===== config.mk =====
export PLATFORM = sky130hd
export DESIGN_NAME = vid_patgen
export DESIGN_NICKNAME = d
export VERILOG_FILES = /design/src/rtl/vpg_pkg.sv /design/src/rtl/vpg_slot_timer.sv /design/src/rtl/vpg_bar_walker.sv /design/src/rtl/vid_patgen.sv
export SDC_FILE = /design/constraint.sdc
export NUM_CORES = 1
export LEC_CHECK = 0
export BUFFER_PORTS_ARGS = -buffer_cell sky130_fd_sc_hd__buf_2
export CAP_MARGIN = 10
export CORE_UTILIZATION = 59
export DETAILED_ROUTE_END_ITERATION = 10
export PLACE_DENSITY = 0.83
export SLEW_MARGIN = 10
export SYNTH_ARGS = -nofsm -noshare
export SYNTH_HDL_FRONTEND = slang
export SYNTH_SLANG_ARGS = --single-unit

===== constraint.sdc =====
create_clock -name clk -period 4.7 [get_ports clk]
set_clock_uncertainty 0.05 [all_clocks]
set_input_delay 0.47 -clock clk [delete_from_list [all_inputs] [get_ports clk]]
set_output_delay 0.47 -clock clk [all_outputs]
set_load 0.01 [all_outputs]

===== src/rtl/vpg_pkg.sv =====
package vpg_pkg;
  typedef enum logic [1:0] {
    EV_FS   = 2'd0,
    EV_FE   = 2'd1,
    EV_LINE = 2'd2
  } ev_kind_t;

  // color of bar i: descending ramp
  function automatic logic [7:0] bar_color(input logic [2:0] idx);
    return 8'hFF - (8'(idx) * 8'h24);
  endfunction

  // wrap mask for 1,2,4,8 bars
  function automatic logic [2:0] bar_mask(input logic [1:0] sel);
    return 3'((4'd1 << sel) - 4'd1);
  endfunction
endpackage


===== src/rtl/vpg_slot_timer.sv =====
module vpg_slot_timer #(
  parameter int LCNT_W = 12,
  parameter int PER_W  = 16
) (
  input  logic              clk,
  input  logic              rst_n,
  input  logic              enable,
  input  logic [LCNT_W-1:0] total_lines,
  input  logic [PER_W-1:0]  line_period,
  input  logic              slot_end,
  output logic              running,
  output logic              advance,
  output logic [LCNT_W-1:0] line_idx,
  output logic [LCNT_W-1:0] nxt_line,
  output logic              period_met
);
  logic [PER_W-1:0]  timer;
  logic [LCNT_W-1:0] last_slot;
  logic              start;
  logic              frame_last;

  assign last_slot  = (total_lines == '0) ? '0 : total_lines - 1'b1;
  assign frame_last = (line_idx >= last_slot);
  assign start      = !running && enable;
  assign advance    = start || slot_end;
  assign nxt_line   = (start || frame_last) ? '0 : line_idx + 1'b1;
  assign period_met = ((PER_W+1)'(timer) + (PER_W+1)'(1)) >= (PER_W+1)'(line_period);

  always_ff @(posedge clk or negedge rst_n) begin
    if (!rst_n) begin
      running  <= 1'b0;
      line_idx <= '0;
      timer    <= '0;
    end else if (start) begin
      running  <= 1'b1;
      line_idx <= '0;
      timer    <= '0;
    end else if (slot_end) begin
      timer    <= '0;
      line_idx <= nxt_line;
      if (frame_last) running <= enable;
    end else if (running && timer != '1) begin
      timer <= timer + 1'b1;
    end
  end
endmodule


===== src/rtl/vpg_bar_walker.sv =====
module vpg_bar_walker
  import vpg_pkg::*;
#(
  parameter int LINE_W = 16
) (
  input  logic              clk,
  input  logic              rst_n,
  input  logic              restart,
  input  logic              step,
  input  logic [LINE_W-1:0] line_bytes,
  input  logic [LINE_W-1:0] bar_bytes,
  input  logic [1:0]        bar_sel,
  input  logic              fixed_mode,
  input  logic [7:0]        fixed_color,
  output logic [7:0]        data,
  output logic              first,
  output logic              last
);
  logic [LINE_W-1:0] xpos;
  logic [LINE_W-1:0] bcnt;
  logic [2:0]        bar;
  logic              bar_done;

  assign bar_done = ((LINE_W+1)'(bcnt) + (LINE_W+1)'(1)) >= (LINE_W+1)'(bar_bytes);
  assign first    = (xpos == '0);
  assign last     = ((LINE_W+1)'(xpos) + (LINE_W+1)'(1)) >= (LINE_W+1)'(line_bytes);
  assign data     = fixed_mode ? fixed_color : bar_color(bar);

  always_ff @(posedge clk or negedge rst_n) begin
    if (!rst_n) begin
      xpos <= '0;
      bcnt <= '0;
      bar  <= '0;
    end else if (restart) begin
      xpos <= '0;
      bcnt <= '0;
      bar  <= '0;
    end else if (step) begin
      xpos <= xpos + 1'b1;
      if (bar_done) begin
        bcnt <= '0;
        bar  <= (bar + 3'd1) & bar_mask(bar_sel);
      end else begin
        bcnt <= bcnt + 1'b1;
      end
    end
  end
endmodule


===== src/rtl/vid_patgen.sv =====
module vid_patgen
  import vpg_pkg::*;
#(
  parameter int LINE_W = 16,
  parameter int LCNT_W = 12,
  parameter int PER_W  = 16
) (
  input  logic              clk,
  input  logic              rst_n,
  input  logic              cfg_enable,
  input  logic              cfg_fixed_mode,
  input  logic [7:0]        cfg_fixed_color,
  input  logic [1:0]        cfg_bar_sel,
  input  logic [LINE_W-1:0] cfg_line_bytes,
  input  logic [LINE_W-1:0] cfg_bar_bytes,
  input  logic [5:0]        cfg_dtype,
  input  logic [1:0]        cfg_vchan,
  input  logic [LCNT_W-1:0] cfg_active_lines,
  input  logic [LCNT_W-1:0] cfg_total_lines,
  input  logic [LCNT_W-1:0] cfg_vbp,
  input  logic [LCNT_W-1:0] cfg_vfp,
  input  logic [PER_W-1:0]  cfg_line_period,
  input  logic              out_ready,
  output logic              out_valid,
  output logic [1:0]        out_kind,
  output logic [7:0]        out_data,
  output logic              out_sol,
  output logic              out_eol,
  output logic [5:0]        out_dtype,
  output logic [1:0]        out_vchan
);
  localparam int SUM_W = LCNT_W + 2;

  typedef enum logic [1:0] {PH_FS, PH_FE, PH_LINE, PH_WAIT} phase_t;

  function automatic logic in_window(input logic [LCNT_W-1:0] l,
                                     input logic [SUM_W-1:0] lo,
                                     input logic [SUM_W-1:0] hi);
    return (SUM_W'(l) >= lo) && (SUM_W'(l) < hi);
  endfunction

  function automatic phase_t entry_phase(input logic [LCNT_W-1:0] l,
                                         input logic [SUM_W-1:0] fe_l,
                                         input logic [SUM_W-1:0] lo,
                                         input logic [SUM_W-1:0] hi);
    if (l == '0)                return PH_FS;
    else if (SUM_W'(l) == fe_l) return PH_FE;
    else if (in_window(l, lo, hi)) return PH_LINE;
    else                        return PH_WAIT;
  endfunction

  logic [SUM_W-1:0]  act_lo, act_hi, fe_line;
  logic              w_running, w_advance, w_period_met, w_slot_end, w_fire;
  logic              w_last_beat, w_line_active;
  logic [LCNT_W-1:0] w_line, w_nxt_line;
  logic [7:0]        pix_data;
  logic              pix_first, pix_last;
  phase_t            ph;

  assign act_lo  = SUM_W'(cfg_vbp);
  assign act_hi  = SUM_W'(cfg_vbp) + SUM_W'(cfg_active_lines);
  assign fe_line = act_hi + SUM_W'(cfg_vfp);

  assign w_line_active = in_window(w_line, act_lo, act_hi);
  assign w_fire        = out_valid && out_ready;

  always_comb begin
    unique case (ph)
      PH_FS:   w_last_beat = w_fire && !w_line_active;
      PH_FE:   w_last_beat = w_fire;
      PH_LINE: w_last_beat = w_fire && pix_last;
      default: w_last_beat = 1'b0;
    endcase
  end

  assign w_slot_end = w_running && w_period_met && (ph == PH_WAIT || w_last_beat);

  vpg_slot_timer #(.LCNT_W(LCNT_W), .PER_W(PER_W)) i_timer (
    .clk         (clk),
    .rst_n       (rst_n),
    .enable      (cfg_enable),
    .total_lines (cfg_total_lines),
    .line_period (cfg_line_period),
    .slot_end    (w_slot_end),
    .running     (w_running),
    .advance     (w_advance),
    .line_idx    (w_line),
    .nxt_line    (w_nxt_line),
    .period_met  (w_period_met)
  );

  vpg_bar_walker #(.LINE_W(LINE_W)) i_walker (
    .clk         (clk),
    .rst_n       (rst_n),
    .restart     (w_advance),
    .step        (w_fire && ph == PH_LINE),
    .line_bytes  (cfg_line_bytes),
    .bar_bytes   (cfg_bar_bytes),
    .bar_sel     (cfg_bar_sel),
    .fixed_mode  (cfg_fixed_mode),
    .fixed_color (cfg_fixed_color),
    .data        (pix_data),
    .first       (pix_first),
    .last        (pix_last)
  );

  always_ff @(posedge clk or negedge rst_n) begin
    if (!rst_n) begin
      ph <= PH_WAIT;
    end else if (w_advance) begin
      ph <= entry_phase(w_nxt_line, fe_line, act_lo, act_hi);
    end else if (w_fire) begin
      unique case (ph)
        PH_FS:   ph <= w_line_active ? PH_LINE : PH_WAIT;
        PH_FE:   ph <= PH_WAIT;
        PH_LINE: if (pix_last) ph <= PH_WAIT;
        default: ph <= ph;
      endcase
    end
  end

  assign out_valid = w_running && (ph != PH_WAIT);
  assign out_kind  = (ph == PH_FS) ? EV_FS : (ph == PH_FE) ? EV_FE : EV_LINE;
  assign out_data  = (ph == PH_LINE) ? pix_data : 8'h00;
  assign out_sol   = (ph == PH_LINE) && pix_first;
  assign out_eol   = (ph == PH_LINE) && pix_last;
  assign out_dtype = cfg_dtype;
  assign out_vchan = cfg_vchan;
endmodule


* Word level (Yosys, flattened, before mapping)
Index checks and enable logic that the tools add are counted.
** Word-level totals
- Register bits :: 66
- Input port bits :: 119
- Output and inout bits :: 21
- Word-level logic and storage cells :: 101
** Cells by class
- $add $sub $neg :: 13
- Multiply operators :: 1
- $lt $le $gt $ge :: 8
- Eq/ne operators :: 7
- Shift-type cells :: 1
- Muxes and demuxes :: 31
- Bitwise gates (word level) :: 1
- Reductions and logical operators :: 32
** Operators with widths (number)
- two-way mux 16 bit :: 8
- adder 16 x 1 -> 17 bit (second input constant) :: 3
- greater-or-equal comparator 17 x 16 -> 1 bit :: 3
- adder 16 x 1 -> 16 bit (second input constant) :: 3
- two-way mux 12 bit :: 4
- greater-or-equal comparator 12 bit :: 3
- less-than comparator 12 x 13 -> 1 bit :: 2
- logical NOT 12 bit :: 2
- logical NOT 16 bit :: 1
- two-way mux 8 bit :: 2
- != test 16 bit (second input constant) :: 1
- adder 13 x 12 -> 14 bit :: 1
- == test 12 x 14 -> 1 bit :: 1
- two-way mux 2 bit :: 7
- adder 12 x 12 -> 13 bit :: 1
- logical AND 1 bit :: 13
- adder 12 x 1 -> 12 bit (second input constant) :: 1
- subtractor 12 x 1 -> 12 bit (second input constant) :: 1
- nonzero test 2 bit :: 5
- two-way mux 3 bit :: 3
- subtractor 8 bit (first input constant) :: 1
- multiplier 3 x 4 -> 6 bit (second input constant) :: 1
- case mux 2 bit (3 select lines) :: 1
- two-way mux 1 bit :: 5
- other kinds (16) :: 21

* Logic depth before layout (Yosys ltp)
Gate-level depths: netlist of run 1.
- Depth after elaboration :: 11
- Gate-level depth with buffers :: 24
- Gate-level depth less buffers :: 22

* Modules after synthesis
A second synthesis of run 1 with hierarchy kept.
** Second synthesis, totals
- Cells, all modules :: 1044
- Area total of the unflattened synthesis :: 8485.6 um^2
** By module, submodules not included
- vpg_bar_walker :: times used 1, cells an instance 368, area an instance 3134.3 um^2, seq. area each 875.8 um^2
- vpg_slot_timer :: times used 1, cells an instance 341, area an instance 2780.2 um^2, seq. area each 725.7 um^2
- vid_patgen :: times used 1, cells an instance 335, area an instance 2571.2 um^2, seq. area each 52.6 um^2

* Worst setup path after synthesis of run 1
OpenSTA, ideal clock, no wires.
- Path kind :: input port to flip-flop
- Start :: input port cfg_total_lines[5]
- End :: register ph[0]
- Setup time :: 0.090 ns
- Data arrival time :: 5.059 ns
- Data required time :: 4.560 ns
- Setup slack :: -0.500 ns
- Cell stages on the path :: 23
- Buffers on the path :: 1
- Path through :: or4_1 > nor4_1 > or3b_2 > nor2_1 > nand2_1 > nand2_1 > ha_1 > o21a_1 > nor2_1 > o41ai_2 > or3_1 > clkbuf_1 > nor2_1 > ha_1 > nand3_1 > or2_2 > nor2_1 > a2111oi_0 > o221ai_1 > a31oi_1 > o221ai_1 > nand3b_1 > o211ai_2
** Between the ends
- Cells in the longest elaborated chain, start to end :: 11
- Elaborated cells between the ends (all ways) :: 15
- Those cells by class :: 1 x add/sub; 3 x order compare; 1 x eq/ne; 6 x mux; 4 x reduce/logical
** RTL lines
- start, declared :: RTL line vid_patgen.sv:19 : input logic [LCNT_W-1:0] cfg_total_lines,
- subtractor 12 x 1 -> 12 bit or logical NOT 12 bit (tied branches) :: RTL line vpg_slot_timer.sv:22 : assign last_slot = (total_lines == '0) ? '0 : total_lines - 1'b1;
- two-way mux 12 bit (*) :: RTL line vpg_slot_timer.sv:22
- greater-or-equal comparator 12 bit (*) :: RTL line vpg_slot_timer.sv:23 : assign frame_last = (line_idx >= last_slot);
- logical OR 1 bit (*) :: RTL line vpg_slot_timer.sv:26 : assign nxt_line = (start || frame_last) ? '0 : line_idx + 1'b1;
- two-way mux 12 bit (*) :: RTL line vpg_slot_timer.sv:26
- less-than comparator 12 x 13 -> 1 bit or greater-or-equal comparator 12 bit (tied branches) :: RTL line vid_patgen.sv:39 : return (SUM_W'(l) >= lo) && (SUM_W'(l) < hi);
- logical AND 1 bit :: RTL line vid_patgen.sv:39
- two-way mux 1 bit :: RTL line vid_patgen.sv:48 : else if (in_window(l, lo, hi)) return PH_LINE;
- two-way mux 2 bit :: RTL line vid_patgen.sv:47 : else if (SUM_W'(l) == fe_l) return PH_FE;
- two-way mux 2 bit (*) :: RTL line vid_patgen.sv:46 : if (l == '0) return PH_FS;
- two-way mux 2 bit (*) :: RTL line vid_patgen.sv:110 : end else if (w_advance) begin
- end signal, assigned :: RTL line vid_patgen.sv:111 : ph <= entry_phase(w_nxt_line, fe_line, act_lo, act_hi);
- end signal, assigned :: RTL line vid_patgen.sv:114 : PH_FS: ph <= w_line_active ? PH_LINE : PH_WAIT;
- end signal, assigned :: RTL line vid_patgen.sv:117 : default: ph <= ph;
- end, declared :: RTL line vid_patgen.sv:58 : phase_t ph;
Mark *: on every way between the ends. The rest lies on a longest branch, timed or not.
A chain may end at the register's enable or synchronous reset.

* Final worst setup path of run 1
Same ends and word-level chain as after synthesis.

==> reports/qor.txt, run 1 <==
Die Span X = 120.4 microns
TritonCTS clock tree = yes
Post-synth EDFFs = 0
final hold slack = 0.2770 ns
reg2reg end = ph[0]
Worst Path Required = 4.89 ns
setup_tns = -0.2406 ns
critical path arrival = 5.10 ns
area of the die = 14480 sq um
most frequent cells in the layout = 137 x ha_1, 120 x buf_2, 93 x inv_1
# diodes = 0
clock sink count = 66
Tmin final = 4.909 ns
first-pass GRT wire length = 33970 microns
Place WS = -0.7297 ns
ys async rst share = 100.0%
outcome = finished with violations
final hold vios = 0
P_leak = 5.422 nW
cell family with most CP delay = simple AND/OR/NAND/NOR gates
fin util = 76.49%
area grow syn2layout = 24.51%
Avg Cell Area, Syn = 8.281 sq um
Synth Cell Area = 8264 sq um
HPWL Detailed = 16300 microns
worst-margin pin slew = 0.8847 ns
Max IR drop VDD = 403.7 uV
DP Area = 9592 sq um
Worst-Skew Late Latency = 0.34 ns
largest net degree at the start of global routing = 67
sequential element share of the synthesized area = 20.02%
placed insts = 1343
Remaining DRCs = 0
most common cell after layout, fill and taps aside = ha_1
Setup crit start kind = input port
vias in the first global route = 7475
clock buffer depth = 2
Worst path slowest cell = or4_4
Root Buffer = clkbuf_16
Synth area leaders = ha_1 21%, dfrtp_1 19%, xor2_1 5.8%, xnor2_1 5.7%, inv_1 4.2%
Worst R2R Path Depth = 20
fin cells = 1369
layout cells sized above 1 = 25.15%
period utilization = 104.4%
register bit total from synthesis = 66
max_cap viols = 0
failing checks = setup timing
reg-to-reg slack, setup = 0.22 ns
Final setup violation count = 2
most used cell, CP = buf_4
post-cts hold buffer count = 0
RR Startpoint = i_walker.xpos[0]
Setup WS post-layout = -0.2089 ns
CP Buf/Inv Count = 5
Fmax = 203.7 MHz
Core ar. = 13450 sq um
cell row count = 42
Initial DRC Count = 562
Clock Pin Slew Worst Setup and Hold Paths = 0.06 ns
cell area after layout = 10290 sq um
WL final = 21700 microns
total power = 4.488 mW
Die Span Y = 120.4 microns
nets = 1449
drt wl/cell = 15.85 microns
post-synth top area cell = ha_1
Crit. End Element = flop
Initial Util = 61.43%
vias post-DR = 7970
gpl congestion = 0.9207
Slew HR = 41.02%
ys flop type = dfrtp_1
crit path kind = input port to flop
CP max FO = 6
Stages on worst setup path = 25
share of the synthesized area in the top cell type = 21.20%
Top Ports = 140
CTS HTree Levels = 3
DRT Pass-1 Iters = 5
Unique masters post-synth = 71
initial antenna violation count = 0
Crit path largest cell delay = 0.54 ns
Synth Warn # = 0
Mapped Cells = 998
number of vias per cell = 5.822
ANT nets after route = 0
I/O Buffers = 123
PwrDens = 436.1 nW/um^2
synthesized net count = 1259
grt ovf = 0
Tot GR Track Use = 28.81%
max-slew violations = 0
worst hold path type = input port to async pin
RSZ-0062 raised after global routing = yes
CTS Buf Count = 9
what timing repair did:
item                                    CTS  global route
gates resized for setup                  20            42
endpoints found under the setup margin   43            63
cloned                                    0             2
setup buffers                             3             5
pin swaps                                12            12
cells in the mapped netlist, types with 9 or more instances:
cell	count
buf_4	10
a22o_1	16
xnor2_1	54
nand4_1	15
clkbuf_1	11
a211oi_1	9
xor2_1	55
nand3_1	39
nor3_1	19
inv_1	93
nor4_1	11
a21o_1	21
o21a_1	12
dfrtp_1	64
nand2_1	70
ha_1	140
nor2_1	92
o21ai_0	27
a21oi_1	59
nor2b_1	16
buf_2	10
mux2_2	11
and3_1	18
worst max path at each step:
| stage | startpoint | to | slack [ns] |
|---|---|---|---|
| 6_report | cfg_total_lines[5] | ph[0] | -0.21 |
| 5_1_grt | cfg_total_lines[3] | ph[0] | -0.66 |
| 4_1_cts | cfg_total_lines[5] | ph[0] | -0.18 |
| 3_5_place_dp | cfg_active_lines[1] | i_walker.bcnt[0] | -0.73 |
| 3_3_place_gp | cfg_active_lines[1] | i_walker.bcnt[0] | -0.64 |
| 2_1_floorplan | cfg_total_lines[5] | ph[0] | -0.26 |
registers in the layout (all words and copies together), names as in the netlist:
signal	cells
i_walker.xpos	16
i_timer.timer	16
i_timer.running	1
i_walker.bcnt	16
i_walker.bar	3
i_timer.line_idx	12
ph	2
where the power goes:
| group | total (mW) | switching (mW) | internal [mW] |
|---|---|---|---|
| Sequential | 0.959 | 0.260 | 0.700 |
| Clock | 0.684 | 0.260 | 0.423 |
| Combinational | 2.84 | 1.48 | 1.37 |
| Total | 4.49 | 2.00 | 2.49 |
area by class of cell:
type                       count  area, sq um
timing repair buffer         211         1385
tap                          176        220.2
multi-input combinational    807         6385
inverter                      93        349.1
clock inverter                 5        53.80
sequential                    66         1654
fill                         958         3163
clock buffer                  11        242.7
kinds of logic after synthesis:
| logic type | count (synthesis) | share of synthesized area, % |
|---|---|---|
| XOR/XNOR | 111 | 12.10 |
| adder cells (fa/ha/maj) | 143 | 21.80 |
| AO/OA/AOI/OAI | 206 | 17.26 |
| multiplexers | 15 | 1.983 |
| buffers and inverters | 125 | 6.374 |
| flip-flops | 66 | 20.02 |
| AND/OR/NAND/NOR | 332 | 20.47 |
layer usage:
layer / share of wire, % / vias to the layer above / global-route usage [%]
li1: - / 3927 / -
met1: 44 / 3745 / 37.14
met2: 49 / 241 / 49.35
met3: 4.7 / 57 / 4.292
met4: 2.8 / 0 / 9.259
met5: 0 / - / 0
Note: power is estimated with default switching activity, not from simulation.
==> run 2: changes to the inputs <==
--- a/config.mk
+++ b/config.mk
@@ -7,9 +7,11 @@
 export LEC_CHECK = 0
 export BUFFER_PORTS_ARGS = -buffer_cell sky130_fd_sc_hd__buf_2
 export CAP_MARGIN = 10
-export CORE_UTILIZATION = 59
+export CELL_PAD_IN_SITES_DETAIL_PLACEMENT = 0
+export CELL_PAD_IN_SITES_GLOBAL_PLACEMENT = 1
+export CORE_UTILIZATION = 44
 export DETAILED_ROUTE_END_ITERATION = 10
-export PLACE_DENSITY = 0.83
+export PLACE_DENSITY_LB_ADDON = 0.1
 export SLEW_MARGIN = 10
 export SYNTH_ARGS = -nofsm -noshare
 export SYNTH_HDL_FRONTEND = slang
==> run 2 against run 1 <==
  * The flow finishes with violations (DRC, setup timing)
  * Critical path depth fell by 3
  * Global-route usage fell by 6.0 points
  * Sequential power fell by 3.3%
  * Final area fell by 0.37%
  * Setup slack improved by 0.059 ns
  * Non-clock buffer count fell by 2
  * Clock power rose by 2%
  * Critical path type unchanged
  * Largest power group unchanged
==> reports/qor.txt, run 2 (synthesis gave the netlist of run 1 again) <==
outcome = finished with violations
failing checks = DRC, setup timing
crit path kind = input port to flop
Remaining DRCs = 12 (+12)
ANT nets after route = 0 (unchanged)
Crit. End Element = flop
GRT Max-Usage Layer = met2
DP Area = 9741 sq um (+1.6%)
CTS HTree Levels = 3 (unchanged)
Initial DRC Count = 366 (-35%)
Fillers = 1759 (+84%)
max-slew violations = 0 (unchanged)
clock sink count = 66 (unchanged)
largest net degree at the start of global routing = 46 (-31%)
vias post-DR = 7535 (-5.5%)
Clock Pin Slew Worst Setup and Hold Paths = 0.06 ns (about the same)
total power = 4.402 mW (-1.9%)
layout cells sized above 1 = 24.43% (-0.71 points)
RSZ-0062 raised after global routing = yes
reg-to-reg slack, setup = 0.35 ns (+0.13 ns)
HPWL Detailed = 17230 microns (+5.7%)
most frequent cells in the layout = 139 x ha_1, 122 x buf_2, 93 x inv_1
CP startpoint = cfg_total_lines[5]
number of vias per cell = 5.306 (-8.9%)
placed insts = 1402 (+4.4%)
initial antenna violation count = 0 (unchanged)
DRT Pass-1 Iters = 10 (+5)
# diodes = 0 (unchanged)
most common cell after layout, fill and taps aside = ha_1
area grow syn2layout = 24.06%
Final setup violation count = 2 (unchanged)
Tot GR Track Use = 22.81% (-6.0 points)
RR Startpoint = i_walker.xpos[0]
vias in the first global route = 7409 (-0.88%)
worst hold path type = input port to async pin
Setup WS post-layout = -0.1499 ns (+0.05902 ns)
final hold vios = 0 (unchanged)
Largest regs = i_timer.timer x16, i_walker.bcnt x16, i_walker.xpos x16
Core ar. = 18210 sq um (+35%)
Worst-Skew Late Latency = 0.34 ns (about the same)
Initial Util = 45.39% (-16 points)
Root Buffer = clkbuf_16
Worst R2R Path Depth = 18 (-10%)
end point of the critical path = ph[0]
cell area after layout = 10250 sq um (-0.37%)
reg2reg end = ph[1]
Worst Path Required = 4.90 ns (about the same)
area of the die = 19330 sq um (+33%)
worst-margin pin slew = 0.6654 ns (-0.2193 ns)
PwrDens = 429.4 nW/um^2 (-1.5%)
I/O Buffers = 123 (unchanged)
TritonCTS clock tree = yes
nets = 1447 (-0.14%)
Top Ports = 140 (unchanged)
max_cap viols = 0 (unchanged)
met1 usage = 31.13% (-6.0 points)
Die Span X = 139.1 microns (+16%)
fin cells = 1420 (+3.7%)
WL final = 21070 microns (-2.9%)
grt ovf = 0 (unchanged)
Tmin final = 4.850 ns (-0.05902 ns)
Fmax = 206.2 MHz (+1.2%)
Setup crit start kind = input port
met3 Usage GRT = 3.315% (-0.98 points)
drt wl/cell = 14.84 microns (-6.4%)
CTS Buf Count = 9 (unchanged)
period utilization = 103.2% (-1.3 points)
Max IR drop VDD = 364.8 uV (-9.6%)
P_leak = 5.376 nW (-0.86%)
critical path arrival = 5.05 ns (-0.05 ns)
first-pass GRT wire length = 36070 microns (+6.2%)
Slew HR = 55.08% (+14 points)
Die Span Y = 139.1 microns (+16%)
GR Util met2 = 38.44% (-11 points)
gpl congestion = 0.8761 (-4.8%)
clock buffer depth = 2 (unchanged)
cell row count = 49 (+17%)
post-cts hold buffer count = 0 (unchanged)
CP max FO = 5 (-1)
[run 2: cell types whose count changed in the layout (fill, tap and decap cells not counted), sizes merged]
cell	before	now
clkbuf	13	9
inv	93	95
clkinvlp	0	2
clkinv	4	2
[run 2: layer usage]
layer  part of all wire [%]  up-vias
li1                       -     3938
met1                     49     3450
met2                     47      134
met3                    3.5       13
met4                   0.87        0
met5                      0        -
[run 2: repair_timing]
item                       CTS  global route
cloned                       0             0
resized for setup           22            17
pin swaps                   13            13
setup endpoints to repair   49            49
setup buffers                2             2
[run 2: metrics by stage]
stage                     utilization [%]  TNS, ns  hold slack, ns  worst slack [ns]
after floorplan                         -  -0.2617          0.1244           -0.2617
after CTS                           55.86  -0.1514         0.06937           -0.1514
after detailed placement            53.49   -27.57          0.4331           -0.7813
final                               56.30  -0.2407         0.04823           -0.1499
after global placement              53.49   -21.64          0.4333           -0.6656
after global routing                56.30   -2.061         0.08816           -0.3965
[run 2: power by group]
group,switching [mW],internal (mW),total (mW)
clock network,0.281,0.414,0.695
logic,1.45,1.33,2.78
registers,0.227,0.700,0.927
total,1.96,2.45,4.40
[run 2: worst max-delay path: stages]
cell and delay (ns):
buf_6 0.09, or4_4 0.55, nor4_4 0.27, or3b_4 0.43
nor2_4 0.13, a21oi_2 0.07, ha_1 0.26, nand2b_4 0.15
a2111oi_4 0.42, o41ai_4 0.11, buf_6 0.16, nor4_4 0.28
ha_1 0.29, a21o_1 0.17, a21oi_1 0.14, nor2_1 0.07
a2111oi_2 0.24, o221ai_1 0.22, a31oi_1 0.21, o221ai_1 0.13
nand3b_1 0.11, o211ai_2 0.09
[run 2: cell type report]
type | count | area, sq um | area share, %
clock inverter | 7 | 76.32 | 0.7444
sequential | 66 | 1654 | 16.13
clock buffer | 9 | 225.2 | 2.197
multi-input combinational | 807 | 6345 | 61.89
timing repair buffer | 209 | 1316 | 12.84
inverter | 93 | 349.1 | 3.405
tap | 229 | 286.5 | 2.795
[run 2: worst min-delay path by stage]
stage,cells after the start,endpoint,from
after global routing,1,i_walker.xpos[7],rst_n
after detailed placement,1,i_walker.xpos[7],rst_n
final,1,i_walker.xpos[11],rst_n
after global placement,1,i_walker.xpos[5],rst_n
after CTS,1,i_walker.xpos[7],rst_n
after floorplan,0,i_timer.line_idx[0],rst_n
==> run 3: changes to the inputs <==
--- a/config.mk
+++ b/config.mk
@@ -9,10 +9,12 @@
 export CAP_MARGIN = 10
 export CELL_PAD_IN_SITES_DETAIL_PLACEMENT = 0
 export CELL_PAD_IN_SITES_GLOBAL_PLACEMENT = 1
+export CORE_MARGIN = 2
 export CORE_UTILIZATION = 44
 export DETAILED_ROUTE_END_ITERATION = 10
 export PLACE_DENSITY_LB_ADDON = 0.1
 export SLEW_MARGIN = 10
 export SYNTH_ARGS = -nofsm -noshare
 export SYNTH_HDL_FRONTEND = slang
+export SYNTH_HIERARCHICAL = 1
 export SYNTH_SLANG_ARGS = --single-unit
==> run 3 against run 2 <==
  * The run now ends clean
  * Utilization is 2.6 points lower
  * Maximum frequency up 11%
  * Combinational power decreased by 26%
  * Total power down 18%
  * Via count grew 3.8%
  * Non-clock buffer count decreased by 23
  * Sequential power fell by 1%
  * Hold slack better by 0.077 ns
  * Final cell count increased by 3.6%
  * Critical endpoint is now i_walker/bar[1]
  * Largest power group unchanged
==> reports/qor.txt, run 3 <==
RSZ-0062 raised after global routing = yes
Unique masters post-synth = 79 (+11%)
area grow syn2layout = 19.20%
Initial DRC Count = 368 (+0.55%)
grt ovf = 0 (unchanged)
first-pass GRT wire length = 35020 microns (-2.9%)
Die Span Y = 142.9 microns (+2.7%)
nets = 1469 (+1.5%)
CP max FO = 5 (unchanged)
Synth Cell Area = 8486 sq um (+2.7%)
Root Buffer = clkbuf_16
number of vias per cell = 5.320 (+0.25%)
max_cap viols = 0 (unchanged)
Fillers = 1846 (+4.9%)
DRT Pass-1 Iters = 5 (-5)
register bit total from synthesis = 66 (unchanged)
fin cells = 1471 (+3.6%)
clock network power share = 17.9% (+2.1 points)
Worst-Skew Late Latency = 0.34 ns (about the same)
Synth Warn # = 6 (+6)
period utilization = 93.10% (-10 points)
Place WS = -0.1989 ns (+0.5824 ns)
Clock Pin Slew Worst Setup and Hold Paths = 0.06 ns (about the same)
max-slew violations = 0 (unchanged)
Top Ports = 140 (unchanged)
Core ar. = 18830 sq um (+3.4%)
most frequent cells in the layout = 140 x ha_1, 123 x buf_2, 95 x inv_1
clock buffer depth = 2 (unchanged)
vias in the first global route = 7319 (-1.2%)
Synth area leaders = ha_1 21%, dfrtp_1 19%, xnor2_1 5.3%, xor2_1 4.7%, inv_1 4.2%
vias post-DR = 7825 (+3.8%)
TritonCTS clock tree = yes
RR Startpoint = i_walker/xpos[3]
Tot GR Track Use = 21.06% (-1.8 points)
top-count cell post-synth = ha_1
initial antenna violation count = 0 (unchanged)
clock sink count = 66 (unchanged)
placed insts = 1454 (+3.7%)
ANT nets after route = 0 (unchanged)
critical path arrival = 4.58 ns (-0.47 ns)
top cells by count, synth = 142 x ha_1, 96 x inv_1, 91 x nand2_1
Worst Path Required = 4.91 ns (about the same)
final hold vios = 0 (unchanged)
# diodes = 0 (unchanged)
Mapped Cells = 1044 (+4.6%)
Remaining DRCs = 0 (-12)
Worst R2R Path Depth = 21 (+3)
Setup crit start kind = input port
Final setup violation count = 0 (-2)
Sw Share = 43.15% (-1.3 points)
final hold slack = 0.1247 ns (+0.07650 ns)
synthesized net count = 1307 (+3.8%)
ys async rst share = 100.0% (unchanged)
P_leak = 5.300 nW (-1.4%)
worst hold path type = input port to async pin
Crit. End Element = flop
cell row count = 50 (+2.0%)
largest net degree at the start of global routing = 36 (-22%)
CTS HTree Levels = 3 (unchanged)
I/O Buffers = 123 (unchanged)
sequential cell fraction of total power = 25.3% (+4.2 points)
Avg Cell Area, Syn = 8.128 sq um (-1.8%)
Slew HR = 51.47% (-3.6 points)
Post-synth EDFFs = 0 (unchanged)
reg2reg end = i_walker/bar[1]
post-synth top area cell = ha_1
share of the synthesized area in the top cell type = 20.94% (-0.26 points)
crit path kind = input port to flop
WL final = 20720 microns (-1.6%)
worst-margin pin slew = 0.7280 ns (+0.06257 ns)
Initial Util = 45.06% (-0.32 points)
most common cell after layout, fill and taps aside = ha_1
PwrDens = 358.2 nW/um^2 (-17%)
combinational power share = 56.9% (-6.2 points)
ys flop type = dfrtp_1
Max IR drop VDD = 229.6 uV (-37%)
Fmax = 228.5 MHz (+11%)
area of the die = 20410 sq um (+5.6%)
Tmin final = 4.375 ns (-0.4744 ns)
layout cells sized above 1 = 20.89% (-3.5 points)
outcome = complete, no violations
gpl congestion = 0.8308 (-5.2%)
Setup WS post-layout = 0.3245 ns (+0.4744 ns)
Psw = 1.564 mW (-20%)
cell area after layout = 10110 sq um (-1.3%)
DP Area = 9728 sq um (-0.13%)
P_int = 2.060 mW (-16%)
CTS Buf Count = 9 (unchanged)
sequential element share of the synthesized area = 19.49% (-0.52 points)
drt wl/cell = 14.09 microns (-5.1%)
Largest regs = i_timer/timer x16, i_walker/bcnt x16, i_walker/xpos x16
Die Span X = 142.9 microns (+2.7%)
HPWL Detailed = 16940 microns (-1.7%)
reg-to-reg slack, setup = 0.34 ns (about the same)
## run 3: worst max-delay path by stage
| stage | endpoint | start |
|---|---|---|
| final | i_walker/bar[1] | cfg_vbp[0] |
| after CTS | i_walker/bcnt[10] | cfg_vbp[0] |
| after global routing | i_walker/bar[1] | cfg_vbp[0] |
| after floorplan | ph[0] | cfg_total_lines[5] |
| after global placement | i_walker/bcnt[9] | cfg_vbp[0] |
| after detailed placement | i_walker/bcnt[11] | cfg_vbp[0] |
## run 3: what timing repair did
action / CTS / global route
setup endpoints to repair: 0 / 40
hold buffers: 0 / 0
setup buffers: 0 / 1
gates resized for setup: 0 / 21
## run 3: kinds of logic (layout without fill, tap and decap cells)
| family | after synthesis | after routing | synth area share [%] |
|---|---|---|---|
| compound gates | 245 | 245 | 19.79 |
| flops | 66 | 66 | 19.49 |
| buf+inv | 132 | 299 | 6.842 |
| mux | 10 | 10 | 1.194 |
| fa+ha+maj | 145 | 145 | 21.54 |
| xor+xnor | 97 | 97 | 10.01 |
| simple gates | 349 | 349 | 21.13 |
## run 3: area by class of cell
class / instances / area [sq um] / area share, %
tap: 260 / 325.3 / 3.216
clock inverter: 5 / 37.54 / 0.3711
sequential: 66 / 1657 / 16.38
clock buffer: 11 / 252.7 / 2.499
inverter: 97 / 364.1 / 3.600
timing repair buffer: 186 / 1117 / 11.05
multi-input combinational: 846 / 6361 / 62.89
## run 3: power by group through the flow
stage          clock (mW)  combinational [mW]  sequential [mW]
2_1_floorplan           0                1.47            0.848
3_3_place_gp            0                2.01            0.919
3_5_place_dp            0                2.04            0.915
4_1_cts             0.665                2.05            0.909
5_1_grt             0.695                2.37            0.946
6_report            0.647                2.06            0.915
## run 3: worst max-delay path, cell delays in order
cell and delay, ns:
buf_2 0.09, ha_1 0.16, inv_1 0.06, fa_2 0.34
nand2b_4 0.16, a21oi_4 0.17, nor2_1 0.08, buf_4 0.15
xnor2_2 0.15, inv_1 0.09, ha_1 0.29, a21oi_1 0.16
o21ai_1 0.11, a21oi_2 0.15, o21ai_2 0.08, o21ai_1 0.14
a21o_1 0.13, o211ai_1 0.11, nand3b_1 0.16, a31oi_4 0.12
nor2_4 0.11, inv_2 0.04, or2_2 0.28, a41o_4 0.26
buf_4 0.15, o21ai_0 0.23, o2bb2ai_1 0.15
## run 3: per-layer routing
layer / vias up / global-route usage, % / part of all wire (%)
li1: 4076 / - / -
met1: 3567 / 29.27 / 49
met2: 165 / 34.49 / 46
met3: 17 / 3.219 / 3.6
met4: 0 / 4.898 / 0.99
met5: - / 0 / 0
## run 3: through the flow
| stage | setup TNS (ns) | power, mW | util, % |
|---|---|---|---|
| floorplan | 0 | 2.323 | - |
| global placement | -1.711 | 2.933 | 51.66 |
| detailed placement | -3.470 | 2.954 | 51.66 |
| CTS | 0 | 3.624 | 53.20 |
| global route | -0.07479 | 4.012 | 53.71 |
| finish | 0 | 3.623 | 53.71 |
